<file path="src/rtl/cmd_disp_pkg.sv">
package cmd_disp_pkg;
  localparam int BYTE_W   = 8;
  localparam int PAY_W    = BYTE_W - 1;
  localparam int NUM_FUNC = 9;
  localparam int IDX_W    = $clog2(NUM_FUNC);

  typedef logic [IDX_W-1:0] func_idx_t;

  // Reversed index field: bit6 is weight 1, bit5 weight 2, bit4 weight 4;
  // bit3 extends 7 to 8 only when the low three weights are all set.
  function automatic func_idx_t decode_func(input logic [PAY_W-1:0] sel);
    logic [2:0] low;
    low = {sel[4], sel[5], sel[6]};
    if (&low) decode_func = func_idx_t'(7) + func_idx_t'(sel[3]);
    else      decode_func = func_idx_t'(low);
  endfunction

  function automatic func_idx_t advance_func(input func_idx_t cur);
    if (cur >= func_idx_t'(NUM_FUNC - 1)) advance_func = '0;
    else                                  advance_func = cur + func_idx_t'(1);
  endfunction
endpackage

</file>
<file path="src/rtl/cmd_frame_ctl.sv">
module cmd_frame_ctl (
  input  logic clk,
  input  logic rst_n,
  input  logic frame_start,
  input  logic frame_end,
  input  logic byte_valid,
  output logic in_frame,
  output logic accept
);
  assign accept = byte_valid && (frame_start || (in_frame && !frame_end));

  always_ff @(posedge clk or negedge rst_n) begin
    if (!rst_n)           in_frame <= 1'b0;
    else if (frame_start) in_frame <= 1'b1;
    else if (frame_end)   in_frame <= 1'b0;
  end

  AST_START_OPENS: assert property (@(posedge clk) disable iff (!rst_n)
    frame_start |=> in_frame);
endmodule

</file>
<file path="src/rtl/cmd_classify.sv">
module cmd_classify
  import cmd_disp_pkg::*;
(
  input  logic [BYTE_W-1:0] byte_data,
  input  logic              accept,
  output logic              sub_fire,
  output logic              data_fire,
  output func_idx_t         sub_idx,
  output logic              sub_inc,
  output logic [PAY_W-1:0]  payload
);
  assign payload   = byte_data[PAY_W-1:0];
  assign sub_fire  = accept && !byte_data[BYTE_W-1];
  assign data_fire = accept &&  byte_data[BYTE_W-1];
  assign sub_idx   = decode_func(payload);
  assign sub_inc   = byte_data[0];

  always_comb begin
    assert (!(sub_fire && data_fire));
  end
endmodule

</file>
<file path="src/rtl/cmd_sel_track.sv">
module cmd_sel_track
  import cmd_disp_pkg::*;
(
  input  logic      clk,
  input  logic      rst_n,
  input  logic      frame_start,
  input  logic      sub_fire,
  input  func_idx_t sub_idx,
  input  logic      sub_inc,
  input  logic      data_fire,
  output logic      sel_vld,
  output func_idx_t sel_idx,
  output logic      inc_mode,
  output func_idx_t tgt_idx,
  output logic      tgt_ok
);
  logic      eff_vld;
  logic      eff_inc;
  func_idx_t eff_idx;

  // A frame-open pulse wipes the selection before the same-cycle byte is used.
  assign eff_vld = sel_vld  && !frame_start;
  assign eff_inc = inc_mode && !frame_start;
  assign eff_idx = frame_start ? '0 : sel_idx;
  assign tgt_ok  = data_fire && eff_vld;
  assign tgt_idx = eff_inc ? advance_func(eff_idx) : eff_idx;

  always_ff @(posedge clk or negedge rst_n) begin
    if (!rst_n) begin
      sel_vld  <= 1'b0;
      sel_idx  <= '0;
      inc_mode <= 1'b0;
    end else if (sub_fire) begin
      sel_vld  <= 1'b1;
      sel_idx  <= sub_idx;
      inc_mode <= sub_inc;
    end else begin
      sel_vld  <= eff_vld;
      inc_mode <= eff_inc;
      sel_idx  <= tgt_ok ? tgt_idx : eff_idx;
    end
  end

  AST_START_CLEARS: assert property (@(posedge clk) disable iff (!rst_n)
    (frame_start && !sub_fire) |=> (!sel_vld && !inc_mode));
  AST_FIXED_HOLD: assert property (@(posedge clk) disable iff (!rst_n)
    (data_fire && sel_vld && !inc_mode && !frame_start) |=> $stable(sel_idx));
  AST_INC_WRAP: assert property (@(posedge clk) disable iff (!rst_n)
    (data_fire && sel_vld && inc_mode && !frame_start && sel_idx == func_idx_t'(NUM_FUNC-1))
      |=> (sel_idx == '0));
  AST_NEW_SEL: assert property (@(posedge clk) disable iff (!rst_n)
    sub_fire |=> (sel_vld && inc_mode == $past(sub_inc)));
endmodule

</file>
<file path="src/rtl/cmd_dispatch.sv">
module cmd_dispatch
  import cmd_disp_pkg::*;
(
  input  logic              clk,
  input  logic              rst_n,
  input  logic              frame_start,
  input  logic              frame_end,
  input  logic              byte_valid,
  input  logic [BYTE_W-1:0] byte_data,
  output logic              wr_en,
  output logic [IDX_W-1:0]  wr_idx,
  output logic [PAY_W-1:0]  wr_val
);
  logic             in_frame_w;
  logic             accept_w;
  logic             sub_fire_w;
  logic             data_fire_w;
  func_idx_t        sub_idx_w;
  logic             sub_inc_w;
  logic [PAY_W-1:0] payload_w;
  logic             sel_vld_w;
  func_idx_t        sel_idx_w;
  logic             inc_mode_w;
  func_idx_t        tgt_idx_w;
  logic             tgt_ok_w;

  cmd_frame_ctl u_frame (
    .clk(clk), .rst_n(rst_n), .frame_start(frame_start), .frame_end(frame_end),
    .byte_valid(byte_valid), .in_frame(in_frame_w), .accept(accept_w)
  );

  cmd_classify u_class (
    .byte_data(byte_data), .accept(accept_w), .sub_fire(sub_fire_w),
    .data_fire(data_fire_w), .sub_idx(sub_idx_w), .sub_inc(sub_inc_w),
    .payload(payload_w)
  );

  cmd_sel_track u_sel (
    .clk(clk), .rst_n(rst_n), .frame_start(frame_start), .sub_fire(sub_fire_w),
    .sub_idx(sub_idx_w), .sub_inc(sub_inc_w), .data_fire(data_fire_w),
    .sel_vld(sel_vld_w), .sel_idx(sel_idx_w), .inc_mode(inc_mode_w),
    .tgt_idx(tgt_idx_w), .tgt_ok(tgt_ok_w)
  );

  always_ff @(posedge clk or negedge rst_n) begin
    if (!rst_n) begin
      wr_en  <= 1'b0;
      wr_idx <= '0;
      wr_val <= '0;
    end else begin
      wr_en <= tgt_ok_w;
      if (tgt_ok_w) begin
        wr_idx <= tgt_idx_w;
        wr_val <= payload_w;
      end
    end
  end

  AST_IDX_RANGE: assert property (@(posedge clk) disable iff (!rst_n)
    wr_en |-> (wr_idx < IDX_W'(NUM_FUNC)));
  AST_SUB_NO_WRITE: assert property (@(posedge clk) disable iff (!rst_n)
    sub_fire_w |=> !wr_en);
  AST_NO_SEL_DROP: assert property (@(posedge clk) disable iff (!rst_n)
    (data_fire_w && (!sel_vld_w || frame_start)) |=> !wr_en);
  AST_OUTSIDE_FRAME: assert property (@(posedge clk) disable iff (!rst_n)
    (byte_valid && !frame_start && (!in_frame_w || frame_end)) |=> !wr_en);
  AST_DATA_PAYLOAD: assert property (@(posedge clk) disable iff (!rst_n)
    wr_en |-> (wr_val == $past(byte_data[PAY_W-1:0])));
endmodule

</file>
<file path="config.mk">
export PLATFORM = sky130hd
export DESIGN_NAME = cmd_dispatch
export DESIGN_NICKNAME = d
export VERILOG_FILES = /design/src/rtl/cmd_disp_pkg.sv /design/src/rtl/cmd_frame_ctl.sv /design/src/rtl/cmd_classify.sv /design/src/rtl/cmd_sel_track.sv /design/src/rtl/cmd_dispatch.sv
export SDC_FILE = /design/constraint.sdc
export NUM_CORES = 1
export LEC_CHECK = 0
export ABC_CLOCK_PERIOD_IN_PS = 2550
export BUFFER_PORTS_ARGS = -buffer_cell sky130_fd_sc_hd__buf_2
export CORE_ASPECT_RATIO = 0.75
export CORE_MARGIN = 3
export CORE_UTILIZATION = 54
export DETAILED_ROUTE_END_ITERATION = 10
export PLACE_DENSITY = 0.81
export SLEW_MARGIN = 20
export SYNTH_ARGS = -nofsm -noshare
export SYNTH_HDL_FRONTEND = slang
export SYNTH_SLANG_ARGS = --single-unit
</file>
<file path="constraint.sdc">
create_clock -name clk -period 2.55 [get_ports clk]
set_clock_uncertainty 0.2 [all_clocks]
set_input_delay 0.51 -clock clk [delete_from_list [all_inputs] [get_ports clk]]
set_output_delay 0.51 -clock clk [all_outputs]
set_load 0.02 [all_outputs]
</file>
# Yosys cells after proc, flatten, opt, wreduce, memory -nomap -nowiden
# Index checks and enable logic that the tools add are counted.
[op_classes]
n_eq_ne = 0
shift = 0
mul = 0
n_reduce_logical = 13
n_bitwise = 0
n_addsub = 2
order_cmp = 1
muxes = 10
div_mod_pow = 0
[ops]
columns = ["op", "n"]
rows = [
  ["$mux 4", 6],
  ["$logic_and 1x1->1", 7],
  ["$add 3x1->4 const A", 1],
  ["$add 4x1->4 const B", 1],
  ["$ge 4x4->1 const B", 1],
  ["$mux 1", 4],
  ["$logic_not 1->1", 3],
  ["$reduce_and 3->1", 1],
  ["$reduce_bool 2->1", 1],
  ["$logic_or 1x1->1", 1],
]
[totals]
mem_bits_ro = 0
mem_bits_rw = 0
latch_bits = 0
word_cells = 33
reg_bits = 19
memories = 0
output_inout_bits = 12
input_bits = 13

# Longest topological paths before layout
# Gate-level depths: netlist of the first run.
[logic_depth]
ltp_word = 8
ltp_mapped = 7
depth_no_buf = 7

# Cells and area by module
# Synthesis of the first run repeated with hierarchy kept, for this count alone.
[unflattened]
hier_cells = 88
hier_area_um2 = 1056.0
[modules_own_cells]
columns = ["mod", "n_inst", "seq_area_each_um2", "area_per_inst_um2", "cells_each"]
rows = [
  ["cmd_dispatch", 1, 300.3, 473.0, 24],
  ["cmd_sel_track", 1, 150.1, 414.1, 42],
  ["cmd_classify", 1, 0.0, 116.4, 18],
  ["cmd_frame_ctl", 1, 25.0, 52.6, 4],
]

# Worst setup path before layout of the first run
# No wires, ideal clock.
[synth_path]
path_type = "in2reg"
from = "in frame_start"
to = "reg u_sel.sel_idx[2]"
path_slack_ns = 0.834
path_stages = 5
arrival_time_ns = 1.375
cell_sequence = "and2b_1 ha_1 a32o_1 o21ai_0 a22oi_1"
[synth_between]
elab_chain_cells = 6
[synth_rtl]
columns = ["element", "line_no", "text"]
rows = [
  ["start: declaration", "cmd_dispatch.sv:6", "input logic frame_start,"],
  ["$mux 4 or $logic_or 1x1->1 (tied branches)", "cmd_sel_track.sv:24, cmd_frame_ctl.sv:10", ""],
  ["$add 4x1->4 (tied with other cells)", "cmd_disp_pkg.sv:20", "else advance_func = cur + func_idx_t'(1);"],
  ["$mux 4 or $logic_and 1x1->1 (tied branches)", "cmd_disp_pkg.sv:19, cmd_classify.sv:14", ""],
  ["$mux 4 or $logic_and 1x1->1 (tied branches)", "cmd_sel_track.sv:26, cmd_sel_track.sv:25", ""],
  ["$mux 4", "cmd_sel_track.sv:40", "sel_idx <= tgt_ok ? tgt_idx : eff_idx;"],
  ["$mux 4 *", "cmd_sel_track.sv:33", "end else if (sub_fire) begin"],
  ["end signal: assignment", "cmd_sel_track.sv:35", "sel_idx <= sub_idx;"],
  ["end signal: assignment", "cmd_sel_track.sv:40", ""],
  ["end: declaration", "cmd_sel_track.sv:12", "output func_idx_t sel_idx,"],
]
# Every way passes the cells marked *; elsewhere a longest branch is shown, timed or not.
# A chain may end at the register's enable or synchronous reset.

# Worst setup path after layout of the first run
[layout_path]
from = "reg u_frame.in_frame"
to = "reg u_sel.sel_idx[2]"
[layout_between]
elab_chain_cells = 7
[layout_rtl]
columns = ["element", "line_no", "text"]
rows = [
  ["start: declaration", "cmd_frame_ctl.sv:7", "output logic in_frame,"],
  ["start signal: assignment", "cmd_frame_ctl.sv:13", "if (!rst_n) in_frame <= 1'b0;"],
  ["start signal: assignment", "cmd_frame_ctl.sv:14", "else if (frame_start) in_frame <= 1'b1;"],
  ["start signal: assignment", "cmd_frame_ctl.sv:15", "else if (frame_end) in_frame <= 1'b0;"],
  ["$logic_and 1x1->1 *", "cmd_frame_ctl.sv:10", "assign accept = byte_valid && (frame_start || (in_frame && !frame_end));"],
  ["$logic_or 1x1->1 *", "cmd_frame_ctl.sv:10", ""],
  ["$logic_and 1x1->1 *", "cmd_frame_ctl.sv:10", ""],
  ["$logic_and 1x1->1", "cmd_classify.sv:14", "assign data_fire = accept && byte_data[BYTE_W-1];"],
  ["$logic_and 1x1->1", "cmd_sel_track.sv:25", "assign tgt_ok = data_fire && eff_vld;"],
  ["$mux 4", "cmd_sel_track.sv:40", ""],
  ["$mux 4 *", "cmd_sel_track.sv:33", ""],
]
# Marks and branches as above.

==> results of run 1 <==
[logic make-up (layout without fill, tap and decap cells)]
family,after synthesis,in the layout,synth area share
flops,19,19,0.4987
compound gates,14,14,0.1076
simple gates,58,58,0.3110
fa+ha+maj,1,1,0.01312
mux,3,3,0.03412
buf+inv,5,32,0.03543
[power breakdown]
group          internal [mW]  switching, mW
combinational         0.0638          0.105
clock                 0.0611         0.0929
sequential             0.343         0.0272
[cell usage after synthesis (2+ instances only)]
cell / n / area (sq um)
nand2b_4: 2 / 27.53
inv_1: 3 / 11.26
nor2_1: 7 / 26.28
o21ai_0: 4 / 20.02
mux2_2: 2 / 22.52
buf_6: 2 / 22.52
nand3_1: 6 / 30.03
nand2_1: 31 / 116.4
dfrtp_1: 19 / 475.5
and2b_1: 3 / 22.52
nor2b_1: 2 / 12.51
[cell usage in the layout, fill, tap and decap left out, types with 2 or more instances in the layout]
master,synthesis,final
nor2_1,7,7
dfrtp_1,19,19
buf_2,0,24
nand2_1,31,31
inv_1,3,3
mux2_2,2,2
nand3_1,6,6
and2b_1,3,3
clkbuf_4,0,3
nand2b_4,2,2
o21ai_0,4,4
nor2b_1,2,2
[layout make-up]
type                            instances  area (sq um)
Clock buffer                            4         26.28
Fill cell                             136         462.9
Inverter                                3         11.26
Multi-Input combinational cell         76         444.2
Sequential cell                        19         475.5
Tap cell                               21         26.28
Timing Repair Buffer                   25         130.1
[worst min path at each step]
stage | from | to | slack (ns)
CTS | byte_data[1] | wr_val[1] | 0.19
global placement | wr_val[6] | wr_val[6] | 0.25
finish | byte_data[1] | wr_val[1] | 0.19
floorplan | rst_n | u_frame.in_frame | 0.01
global route | byte_data[1] | wr_val[1] | 0.19
detailed placement | wr_val[3] | wr_val[3] | 0.25
[worst max-delay path, stage by stage (launching register included)]
cell      delay [ns]
dfrtp_1         0.41
nand2b_4        0.10
nor3_4          0.50
o21ai_0         0.23
a22oi_1         0.23
[flip-flops by register name, summed over array words and instances (netlist names)]
register	flops
wr_idx	4
wr_val	7
u_sel.sel_idx	4
u_sel.inc_mode	1
wr_en	1
u_sel.sel_vld	1
u_frame.in_frame	1
[through the flow]
stage	utilization	std cells	power [mW]	setup WS (ns)	instance area [sq um]
after floorplan	-	100	0.4781	0.8338	953.4
after global placement	0.6833	143	0.5393	0.5713	1077
after detailed placement	0.6833	143	0.5453	0.5078	1077
after CTS	0.7063	148	0.7009	0.7980	1114
after global routing	0.7063	148	0.7415	0.6064	1114
final	0.7063	148	0.6932	0.7948	1114
[what timing repair did]
item	4_1_cts	5_1_grt
buffers inserted	0	0
hold buffers	1	0
hold endpoints to repair	19	0
[layer usage]
metal  global-route usage  routed length, microns  part of all wire
met1               0.2733                     849              0.43
met2               0.3079                     927              0.47
met3              0.07473                     153             0.078
met4              0.04478                      23             0.012
met5                    0                       0                 0
==> metrics.cfg, run 1 <==
[synthesis]
synth_warnings = 0
synth-seq-cells = 19
synth_area_per_cell_sq_um = 9.534
syn-num-nets = 114
syn_inst = 100
ys_async_sr_fraction = 1.000
ys.flop_type = dfrtp_1
netlist_area_sq_um = 953.4
seq_area_frac_synth = 0.4987
synth.distinct_cells = 30
synth_edf_count = 0

[layout]
area_growth_pct = 16.80
fin_nets = 142
drive_gt1_frac = 0.2992
antenna_cells = 0

[timing]
finalCritPeriodShare = 0.6883
tightest_slew_ns = 0.5758
timing.fmax_mhz = 569.7
period_minus_slack_ns = 1.755
setup_violations = 0
slew_violations = 0
relSlewSlack = 0.6149
setup-tns-final_ns = 0
finalHoldViolCount = 0
rsz0062_at_grt = false
holdWs_ns = 0.1908

[floorplanning]
start_util = 0.6048
boundaryPins = 25
rows = 12
dieWidth_microns = 54.52
die-area_sq_mm = 0.002311
fp.dieH_microns = 42.39
coreArea_sq_mm = 0.001577

[critical_path]
cp-endpoint = u_sel.sel_idx[2]
r2r-start = u_frame.in_frame
worstSetupStartpoint = u_frame.in_frame
cp.required_ns = 2.57
start_kind = flop
critPathKind = reg2reg
worstPathArrival_ns = 1.78
crit_fanout = 14
worstReg2RegEnd = u_sel.sel_idx[2]
end_kind = flop
r2r_slack_ns = 0.79
r2r_cells = 4

[power_and_ir_drop]
p_per_area_mw_per_mm2 = 622.5
ir_worst_vdd_uv = 510.2
p_leak_nw = 0.5944

[detailed_routing]
ant_nets = 0
drtIter0Drc = 20
vias = 793
wl_per_cell_microns = 13.20
first_pass_iters = 4
wl_microns = 1954
drc = 0
viasPerCell = 5.358

[flow_run]
maxCapViolCount = 0

[clock_network]
cts.sinks = 19
path_clk_slew_ns = 0.10
cts_made_buffers = 3
cts_tree = yes
cts.path.max_buffers = 2
cts_resized = 0
htreeDepth = 1
cts_root_buffer = clkbuf_4
insertion_delay_ns = 0.30

[placement]
hpwl_microns = 1407
io_buffers = 24
routabilityCongestion = 0.7937

[outcome]
outcome = complete, no violations

[global_route]
grt_usage = 0.2028
grt_pass1_vias = 762
antenna_found_initial = 0
grt_max_degree = 20
grt-ovfl-total = 0
grt_first_pass_wirelength_microns = 3353

[hold_path]
hold_class = in2reg
min_path_cells = 3

No activity file was read; power rests on OpenSTA's default activity.
==> run 2, diff against run 1 <==
- ABC_CLOCK_PERIOD_IN_PS: 2550 -> 1560
- CORE_UTILIZATION: 54 -> 45
- PLACE_DENSITY: 0.81 -> 0.72
- clock period: 2.55 -> 1.56 ns (I/O delays scaled with it)
==> run 2 against run 1 <==
Net effect: the run now ends with setup timing left; non-clock buffer count increased by 19; core utilization decreased by 0.67 points; clock power increased by 67%; critical path depth increased by 2; largest cell class is now multi-input gates; largest power group unchanged.
==> metrics.cfg, run 2 (synthesis gave the netlist of run 1 again) <==
[layout]
final_common_cell = nand2_1
final_area_sq_mm = 0.001309  ; +18%
most-common-layout-cells = nand2_1, buf_2, dfrtp_1, buf_4, nand3_1
area_growth_pct = 37.27
top_regs = wr_val: 7 flops, u_sel.sel_idx: 4 flops, wr_idx: 4 flops
post-route-util = 0.6997  ; -0.006683
antenna_cells = 0  ; unchanged
largest_reg_flops = 7  ; unchanged
drive_gt1_frac = 0.4384  ; +0.1391
fin_nets = 161  ; +13%
regMostFlops = wr_val

[critical_path]
slowest_delay_ns = 0.39  ; -0.11 ns
cp.required_ns = 1.59  ; -0.98 ns
crit_fanout = 2  ; -12
critPathKind = reg2reg
r2r_cells = 6  ; +2
worst_path_max_delay_cell = dfrtp_1
worstPathArrival_ns = 1.63  ; -0.15 ns
cp.depth = 6  ; +2
path_buf_inv = 0  ; unchanged
start_kind = flop
crit_family = flip-flops
end_kind = flop
cp_cell_sequence = and2b_1 -> ha_4 -> nand2_2 -> o22ai_2 -> nor2_2 -> o31ai_2

[timing]
slew_violations = 0  ; unchanged
rsz0062_at_grt = true
relSlewSlack = 0.7135  ; +0.09858
timing.fmax_mhz = 623.2  ; +9.4%
period_minus_slack_ns = 1.605  ; -0.1506 ns
finalCritPeriodShare = 1.029  ; +0.3403
tightest_slew_ns = 0.4298  ; -0.1460 ns
fin_ws_ns = -0.04458  ; -0.8394 ns
finalHoldViolCount = 0  ; unchanged
setup_violations = 1  ; +1

[global_route]
antenna_found_initial = 0  ; unchanged
grt_max_degree = 20  ; unchanged
grt_usage = 0.1808  ; -0.02194
grt_pass1_vias = 778  ; +2.1%
grt_first_pass_wirelength_microns = 3525  ; +5.1%
grt-ovfl-total = 0  ; unchanged

[clock_network]
cts.sinks = 19  ; unchanged
cts.path.max_buffers = 2  ; unchanged
path_clk_slew_ns = 0.11  ; about the same
cts_tree = yes
cts_root_buffer = clkbuf_4
cts_made_buffers = 3  ; unchanged
insertion_delay_ns = 0.30  ; about the same
htreeDepth = 1  ; unchanged

[floorplanning]
start_util = 0.5097  ; -0.09506
fp.dieH_microns = 45.87  ; +8.2%
coreArea_sq_mm = 0.001871  ; +19%
rows = 13  ; +1
die-area_sq_mm = 0.002713  ; +17%
boundaryPins = 25  ; unchanged
dieWidth_microns = 59.15  ; +8.5%

[detailed_routing]
vias = 857  ; +8.1%
drc = 0  ; unchanged
wl_microns = 2238  ; +15%
ant_nets = 0  ; unchanged
first_pass_iters = 4  ; unchanged
drtIter0Drc = 19  ; -5.0%
wl_per_cell_microns = 13.32  ; +0.90%
viasPerCell = 5.101  ; -4.8%

[flow_run]
maxCapViolCount = 0  ; unchanged

[outcome]
violations = setup timing
outcome = complete, but fails checks

[power_and_ir_drop]
ir_worst_vdd_uv = 780.0  ; +53%
p_per_area_mw_per_mm2 = 905.7  ; +45%
total_power_mw = 1.185  ; +71%
p_leak_nw = 0.6958  ; +17%

[hold_path]
min_path_cells = 3  ; unchanged
hold_class = in2reg

[placement]
routabilityCongestion = 0.7960  ; +0.29%
hpwl_microns = 1591  ; +13%
io_buffers = 24  ; unchanged
place_area_sq_mm = 0.001169  ; +8.5%

[run 2: cell types whose count changed in the layout (fill, tap and decap cells not counted), moves of 2 or more]
| cell | change |
|---|---|
| o21ai_0 | -2 |
| nor2_2 | +2 |
| buf_4 | +16 |
| dlygate4sd3_1 | +2 |
| nor2_1 | -3 |
[run 2: final cells by class]
cell class,instances,area [sq um]
sequential,19,475.5
timing repair buffer,44,281.5
multi-input combinational,76,486.7
clock buffer,4,26.28
tap,22,27.53
fill,142,561.8
inverter,3,11.26
[run 2: routing by layer]
layer / track usage / share of wire / vias up
met5: 0 / 0 / -
met1: 0.2137 / 0.45 / 396
li1: - / - / 430
met4: 0.09955 / 0.021 / 0
met3: 0.06232 / 0.053 / 6
met2: 0.2907 / 0.48 / 25
[run 2: final timing paths]
check,from,to,slack (ns)
min in group asynchronous,rst_n,wr_en,0.26
setup reg to reg,u_sel.sel_idx[0],u_sel.sel_idx[1],-0.04
max in group asynchronous,rst_n,wr_val[0],0.60
setup / recovery,u_sel.sel_idx[0],u_sel.sel_idx[1],-0.04
hold reg to reg,wr_val[2],wr_val[2],0.27
hold / removal,byte_data[0],wr_val[0],0.02
[run 2: power breakdown]
| part | switching (mW) | total, mW | internal (mW) |
|---|---|---|---|
| Clock | 0.157 | 0.257 | 0.0999 |
| Sequential | 0.0457 | 0.606 | 0.560 |
| Combinational | 0.187 | 0.322 | 0.135 |
[run 2: timing repair]
| action | CTS | global route |
|---|---|---|
| pin swaps | 0 | 6 |
| setup buffers | 2 | 3 |
| endpoints found under the hold margin | 21 | 0 |
| hold buffers | 3 | 0 |
| endpoints found under the setup margin | 1 | 6 |
| cloned | 0 | 0 |
| resized for setup | 1 | 12 |
[run 2: metrics by stage]
stage / std cells / setup slack (ns) / hold WS (ns) / TNS [ns]
6_report: 168 / -0.04458 / 0.01516 / -0.04458
5_1_grt: 168 / -0.08945 / 0.04035 / -0.1926
4_1_cts: 165 / -0.002833 / 0.01739 / -0.002833
3_5_place_dp: 156 / -0.1102 / 0.08142 / -0.3289
3_3_place_gp: 156 / -0.05602 / 0.07446 / -0.1492
2_1_floorplan: 100 / 0.03147 / -0.1836 / 0
[run 2: tightest hold or removal path: stages]
cell and delay (ns):
buf_2 0.08, nand2_1 0.04, nand2_1 0.05
